**src/rtl/frame_rx_pkg.sv**
```systemverilog
package frame_rx_pkg;

  typedef enum logic [2:0] {
    ST_HUNT,
    ST_START,
    ST_DATA,
    ST_STOP,
    ST_HOLD
  } rxState_t;

  typedef struct packed {
    logic startFrame;
    logic sampleBit;
    logic commit;
    logic flagBreak;
    logic flagIdle;
  } rxStrobes_t;

endpackage

```
**src/rtl/frame_rx_baud.sv**
```systemverilog
module frame_rx_baud #(
  parameter int DIV_W = 16
) (
  input  logic             clk,
  input  logic             rstN,
  input  logic [DIV_W-1:0] baudDiv,
  output logic             tick
);

  logic [DIV_W-1:0] divCnt;

  always_ff @(posedge clk or negedge rstN) begin
    if (!rstN) begin
      divCnt <= '0;
      tick   <= 1'b0;
    end else if (divCnt >= baudDiv) begin
      divCnt <= '0;
      tick   <= 1'b1;
    end else begin
      divCnt <= divCnt + 1'b1;
      tick   <= 1'b0;
    end
  end

endmodule

```
**src/rtl/frame_rx_datapath.sv**
```systemverilog
module frame_rx_datapath
  import frame_rx_pkg::*;
#(
  parameter int DATA_MAX = 9
) (
  input  logic                clk,
  input  logic                rstN,
  input  logic                rxLine,
  input  rxStrobes_t          stb,
  input  logic                wordNine,
  input  logic                parityOn,
  input  logic                parityOdd,
  output logic                lineS,
  output logic                allZero,
  output logic [DATA_MAX-1:0] rxData,
  output logic                rxValid,
  output logic                frameErr,
  output logic                parityErr,
  output logic                idleSeen,
  output logic                breakSeen
);

  logic                syncMeta;
  logic [DATA_MAX-1:0] shiftReg;
  logic                zeroAcc;
  logic                parAcc;

  // two-flop synchroniser, reset to the idle (high) level
  always_ff @(posedge clk or negedge rstN) begin
    if (!rstN) begin
      syncMeta <= 1'b1;
      lineS    <= 1'b1;
    end else begin
      syncMeta <= rxLine;
      lineS    <= syncMeta;
    end
  end

  always_ff @(posedge clk or negedge rstN) begin
    if (!rstN) begin
      shiftReg <= '0;
      zeroAcc  <= 1'b1;
      parAcc   <= 1'b0;
    end else if (stb.startFrame) begin
      shiftReg <= '0;
      zeroAcc  <= 1'b1;
      parAcc   <= 1'b0;
    end else if (stb.sampleBit) begin
      shiftReg <= {lineS, shiftReg[DATA_MAX-1:1]};
      zeroAcc  <= zeroAcc & ~lineS;
      parAcc   <= parAcc ^ lineS;
    end
  end

  assign allZero = zeroAcc;

  always_ff @(posedge clk or negedge rstN) begin
    if (!rstN) begin
      rxData    <= '0;
      rxValid   <= 1'b0;
      frameErr  <= 1'b0;
      parityErr <= 1'b0;
      idleSeen  <= 1'b0;
      breakSeen <= 1'b0;
    end else begin
      rxValid   <= stb.commit;
      frameErr  <= stb.commit & ~lineS;
      parityErr <= stb.commit & parityOn & (parAcc != parityOdd);
      idleSeen  <= stb.flagIdle;
      breakSeen <= stb.flagBreak;
      if (stb.commit) begin
        rxData <= wordNine ? shiftReg : {1'b0, shiftReg[DATA_MAX-1:1]};
      end
    end
  end

endmodule

```
**src/rtl/frame_rx_control.sv**
```systemverilog
module frame_rx_control
  import frame_rx_pkg::*;
#(
  parameter int OVS      = 16,
  parameter int DATA_MAX = 9
) (
  input  logic       clk,
  input  logic       rstN,
  input  logic       tick,
  input  logic       lineS,
  input  logic       allZero,
  input  logic       wordNine,
  output rxStrobes_t stb
);

  localparam int SUB_W  = $clog2(OVS);
  localparam int BIT_W  = $clog2(DATA_MAX + 1);
  localparam int IDLE_W = $clog2(OVS * (DATA_MAX + 2) + 1);
  localparam logic [SUB_W-1:0] MID_CNT = SUB_W'(OVS / 2 - 1);
  localparam logic [SUB_W-1:0] END_CNT = SUB_W'(OVS - 1);

  rxState_t          state;
  logic [SUB_W-1:0]  subCnt;
  logic [BIT_W-1:0]  bitCnt;
  logic [IDLE_W-1:0] idleCnt;
  logic [BIT_W-1:0]  nBits;
  logic [IDLE_W-1:0] idleLimit;
  logic              midStart;
  logic              bitEnd;
  logic              stopPoint;

  assign nBits     = wordNine ? BIT_W'(DATA_MAX) : BIT_W'(DATA_MAX - 1);
  assign idleLimit = IDLE_W'(OVS) * (IDLE_W'(nBits) + IDLE_W'(2));
  assign midStart  = (state == ST_START) && tick && (subCnt == MID_CNT);
  assign bitEnd    = tick && (subCnt == END_CNT);
  assign stopPoint = (state == ST_STOP) && bitEnd;

  always_comb begin
    stb            = '0;
    stb.startFrame = midStart && !lineS;
    stb.sampleBit  = (state == ST_DATA) && bitEnd;
    stb.commit     = stopPoint && !(!lineS && allZero);
    stb.flagBreak  = stopPoint && !lineS && allZero;
    stb.flagIdle   = (state == ST_HUNT) && tick && lineS &&
                     (idleCnt == idleLimit - IDLE_W'(1));
  end

  always_ff @(posedge clk or negedge rstN) begin
    if (!rstN) begin
      state   <= ST_HUNT;
      subCnt  <= '0;
      bitCnt  <= '0;
      idleCnt <= '0;
    end else begin
      case (state)
        ST_HUNT: begin
          if (tick) begin
            if (!lineS) begin
              state   <= ST_START;
              subCnt  <= '0;
              idleCnt <= '0;
            end else if (idleCnt != idleLimit) begin
              idleCnt <= idleCnt + 1'b1;
            end
          end
        end
        ST_START: begin
          if (midStart) begin
            subCnt <= '0;
            bitCnt <= '0;
            state  <= lineS ? ST_HUNT : ST_DATA;
          end else if (tick) begin
            subCnt <= subCnt + 1'b1;
          end
        end
        ST_DATA: begin
          if (bitEnd) begin
            subCnt <= '0;
            bitCnt <= bitCnt + 1'b1;
            if (bitCnt == nBits - BIT_W'(1)) state <= ST_STOP;
          end else if (tick) begin
            subCnt <= subCnt + 1'b1;
          end
        end
        ST_STOP: begin
          if (bitEnd) begin
            subCnt  <= '0;
            idleCnt <= '0;
            state   <= lineS ? ST_HUNT : ST_HOLD;
          end else if (tick) begin
            subCnt <= subCnt + 1'b1;
          end
        end
        ST_HOLD: begin
          if (tick && lineS) begin
            idleCnt <= '0;
            state   <= ST_HUNT;
          end
        end
        default: state <= ST_HUNT;
      endcase
    end
  end

endmodule

```
**src/rtl/serial_frame_rx.sv**
```systemverilog
module serial_frame_rx
  import frame_rx_pkg::*;
#(
  parameter int DIV_W    = 16,
  parameter int OVS      = 16,
  parameter int DATA_MAX = 9
) (
  input  logic                clk,
  input  logic                rstN,
  input  logic                rxLine,
  input  logic [DIV_W-1:0]    baudDiv,
  input  logic                wordNine,
  input  logic                parityOn,
  input  logic                parityOdd,
  output logic [DATA_MAX-1:0] rxData,
  output logic                rxValid,
  output logic                frameErr,
  output logic                parityErr,
  output logic                idleSeen,
  output logic                breakSeen
);

  logic       tick;
  logic       lineS;
  logic       allZero;
  rxStrobes_t stb;

  frame_rx_baud #(.DIV_W(DIV_W)) u_baud (
    .clk(clk), .rstN(rstN), .baudDiv(baudDiv), .tick(tick)
  );

  frame_rx_control #(.OVS(OVS), .DATA_MAX(DATA_MAX)) u_ctl (
    .clk(clk), .rstN(rstN), .tick(tick), .lineS(lineS),
    .allZero(allZero), .wordNine(wordNine), .stb(stb)
  );

  frame_rx_datapath #(.DATA_MAX(DATA_MAX)) u_dp (
    .clk(clk), .rstN(rstN), .rxLine(rxLine), .stb(stb),
    .wordNine(wordNine), .parityOn(parityOn), .parityOdd(parityOdd),
    .lineS(lineS), .allZero(allZero), .rxData(rxData),
    .rxValid(rxValid), .frameErr(frameErr), .parityErr(parityErr),
    .idleSeen(idleSeen), .breakSeen(breakSeen)
  );

endmodule

```
**config.mk**
```make
export PLATFORM = sky130hd
export DESIGN_NAME = serial_frame_rx
export DESIGN_NICKNAME = d
export VERILOG_FILES = /design/src/rtl/frame_rx_pkg.sv /design/src/rtl/frame_rx_baud.sv /design/src/rtl/frame_rx_datapath.sv /design/src/rtl/frame_rx_control.sv /design/src/rtl/serial_frame_rx.sv
export SDC_FILE = /design/constraint.sdc
export NUM_CORES = 1
export LEC_CHECK = 0
export BUFFER_PORTS_ARGS = -buffer_cell sky130_fd_sc_hd__buf_2
export CORE_ASPECT_RATIO = 0.75
export CORE_MARGIN = 2
export CORE_UTILIZATION = 30
export DETAILED_ROUTE_END_ITERATION = 10
export PLACE_DENSITY = 0.51
export SYNTH_ARGS = -nofsm -noshare
export SYNTH_HDL_FRONTEND = slang
export SYNTH_HIERARCHICAL = 1
export SYNTH_SLANG_ARGS = --single-unit
```
**constraint.sdc**
```tcl
create_clock -name clk -period 2.44 [get_ports clk]
set_input_delay 0.61 -clock clk [delete_from_list [all_inputs] [get_ports clk]]
set_output_delay 0.61 -clock clk [all_outputs]
set_load 0.01 [all_outputs]
```
==> run summary <==
Net count, final = 444
CTS Hold Bufs = 0
First-pass GRT wire length = 13.7 mm
TritonCTS buffer count = 9
FF-to-FF path depth = 6
Critical Path Start Type = flip-flop
Seq cells post-synth = 63
Pin count of the biggest net entering global routing = 64
Number of flops mapped to enable cells by yosys = 0
Synth top area cells = dfrtp_1 (41%), ha_1 (7.2%), mux2i_1 (4.9%)
N_diodes = 0
Synth top area share = 41.1%
Critical Path AT = 2.29 ns
Drt first pass iters = 4
Total clock sinks = 63
Synth top cells by count = dfrtp_1 (60), nor2_1 (30), inv_1 (27), ha_1 (21)
Most common cell in the synthesized netlist = dfrtp_1
RR Endpoint = u_baud/divCnt[15]
Post-synthesis cell type count = 57
Total Routing Usage GR = 12.9%
Synthesized Nets = 402
Mapped cell area = 3650 um2
Fin crit period = 2.12 ns
RSZ-0062 raised after global routing = false
Skew-Pair Late Insertion Delay = 0.33 ns
Slew Viols, Final = 0
Worst Path Required = 2.61 ns
Remaining DRCs = 0
Setup crit end kind = flip-flop
Initial antenna violation count = 0
Crit path capture = u_baud/divCnt[15]
Fin Clk Skew = 0.00587 ns
Vias in the first global route = 2713
Fin crit share = 86.9%
Share of cells above drive strength 1 = 22.4%
Hold Crit Class = input pin to asynchronous set/reset pin
Max-cap viol count = 0
Slew @ Worst Pin = 0.804 ns
Peak supply drop = 0.300 mV
F_max = 472 MHz
LEAKAGE = 1.95 nW
Vias = 2791
Register area share after synthesis = 43.3%
CP Class = flip-flop to flip-flop
Final setup violation count = 0
H-tree depth = 3
Yosys warns = 6
WL met3 = 350 um
Total power = 3.28 mW
Initial Util = 31.1%
R2R Path Start = u_baud/divCnt[11]
# rows = 34
Final hold violation count = 0
RePlAce Congestion = 0.780
Most area-hungry cell type in the Yosys netlist = dfrtp_1
Die Y = 99.6 um
Syn Inst Count = 359
Setup bufs post-CTS = 0
ANT nets after route = 0
Initial DRC Count = 188
CP Launch Point = u_baud/divCnt[11]
Top FF cell, synth = dfrtp_1
Vias per Instance = 4.91
Die Area = 13100 um2
Async S/R FF share, synth = 100%
Fillers = 1171
Post-route setup TNS = 0 ns
Chip width = 131 um
Pwr dens = 749 nW/um2
TritonCTS clock tree = done
Hold Slack = 0.282 ns
Io pins = 36
Metal-1 WL = 4.14 mm
Congestion Overflow GR = 0
Bufs on Longest Clock Path = 2
Relative slew margins = 46.4%
Port Buf Inserts = 35
DRT Wirelength = 7.79 mm
Synth-to-Final Area Change = 19.8%
Avg Cell Area, Syn = 10.2 um2
Clock transition at the registers of the reported paths = 0.05 ns
Core area = 11700 um2
DR WL met2 = 3.23 mm
Highest routed layer = met4
Post_cts resized = 0
Wire length per cell = 13.7 um
Crit-path max FO = 17
Clk root buf = clkbuf_16
Post-DP HPWL = 5.61 mm
Reg-to-reg slack, setup = 0.32 ns
Status = finished clean
==> sequential cells by signal (all words and copies together), names as in the netlist, 3 cells and up <==
signal	cells
u_dp/rxData	9
u_ctl/state	3
u_baud/divCnt	16
u_dp/shiftReg	9
u_ctl/idleCnt	8
u_ctl/bitCnt	4
u_ctl/subCnt	4
==> how the worst min path moves through the flow <==
stage | cells past startpoint | endpoint
floorplan | 0 | u_baud/divCnt[0]
global placement | 0 | u_dp/lineS
detailed placement | 0 | u_dp/lineS
CTS | 2 | u_ctl/idleCnt[5]
global route | 2 | u_dp/idleSeen
finish | 2 | u_ctl/idleCnt[5]
==> where the power goes <==
group / leakage (nW) / internal, mW / switching, mW
clock network: 0.155 / 0.885 / 0.449
registers: 0.806 / 1.17 / 0.166
logic: 0.990 / 0.291 / 0.314
total: 1.95 / 2.35 / 0.928
==> critical path: stages (launching register included) <==
cell     delay [ns]
dfrtp_1        0.47
ha_1           0.37
nand4_1        0.16
or3_4          0.41
o31ai_4        0.28
buf_12         0.20
nor4_1         0.07
==> logic make-up (layout without fill, tap and decap cells) <==
logic type	count (synthesis)	in the layout	synth area share, %
AO/OA/AOI/OAI	58	58	11.8
XOR/XNOR	18	18	4.32
adder cells (fa/ha/maj)	21	21	7.19
buffers and inverters	43	90	5.51
flip-flops	63	63	43.3
multiplexers	20	20	5.55
AND/OR/NAND/NOR	136	136	22.4
==> per-stage QoR <==
stage                     util [%]  instance area [um2]  setup slack, ns  std cells
after detailed placement      34.6                 4060           0.0931        552
after global placement        34.6                 4060            0.113        552
after global routing          37.3                 4380            0.173        568
after CTS                     37.3                 4380            0.306        568
after floorplan                  -                 3650            0.258        359
final                         37.3                 4380            0.321        568
==> layout make-up <==
cell class,count,area [um2],area share [%]
Clock buffer,9,225,5.15
Clock inverter,7,87.6,2.00
Inverter,27,101,2.32
Multi-Input combinational cell,253,1880,42.9
Sequential cell,63,1580,36.1
Tap cell,162,203,4.63
Timing Repair Buffer,47,303,6.92
==> layout by cell type, fill, tap and decap left out, types with 5 or more instances in the layout <==
cell type | Yosys | layout
nand2b_1 | 7 | 7
o21ai_0 | 6 | 6
a21oi_1 | 18 | 18
mux2i_1 | 18 | 18
nor2_1 | 30 | 30
dfrtp_1 | 60 | 60
nand2_1 | 15 | 15
nor3_1 | 9 | 8
nand4_1 | 9 | 9
xnor2_1 | 14 | 14
clkbuf_16 | 0 | 9
ha_1 | 21 | 21
nand3_1 | 13 | 13
buf_4 | 0 | 9
buf_2 | 8 | 35
nor4_1 | 13 | 13
inv_1 | 27 | 27
a22o_1 | 5 | 5
and3_1 | 6 | 6
nor4_2 | 9 | 9
nor3b_1 | 5 | 5
==> routing by layer <==
layer	up-vias	GRT usage (%)
li1	1389	-
met2	43	18.8
met4	0	3.01
met5	-	0
met3	9	4.33
met1	1350	18.5
No activity file was read; power rests on OpenSTA's default activity.
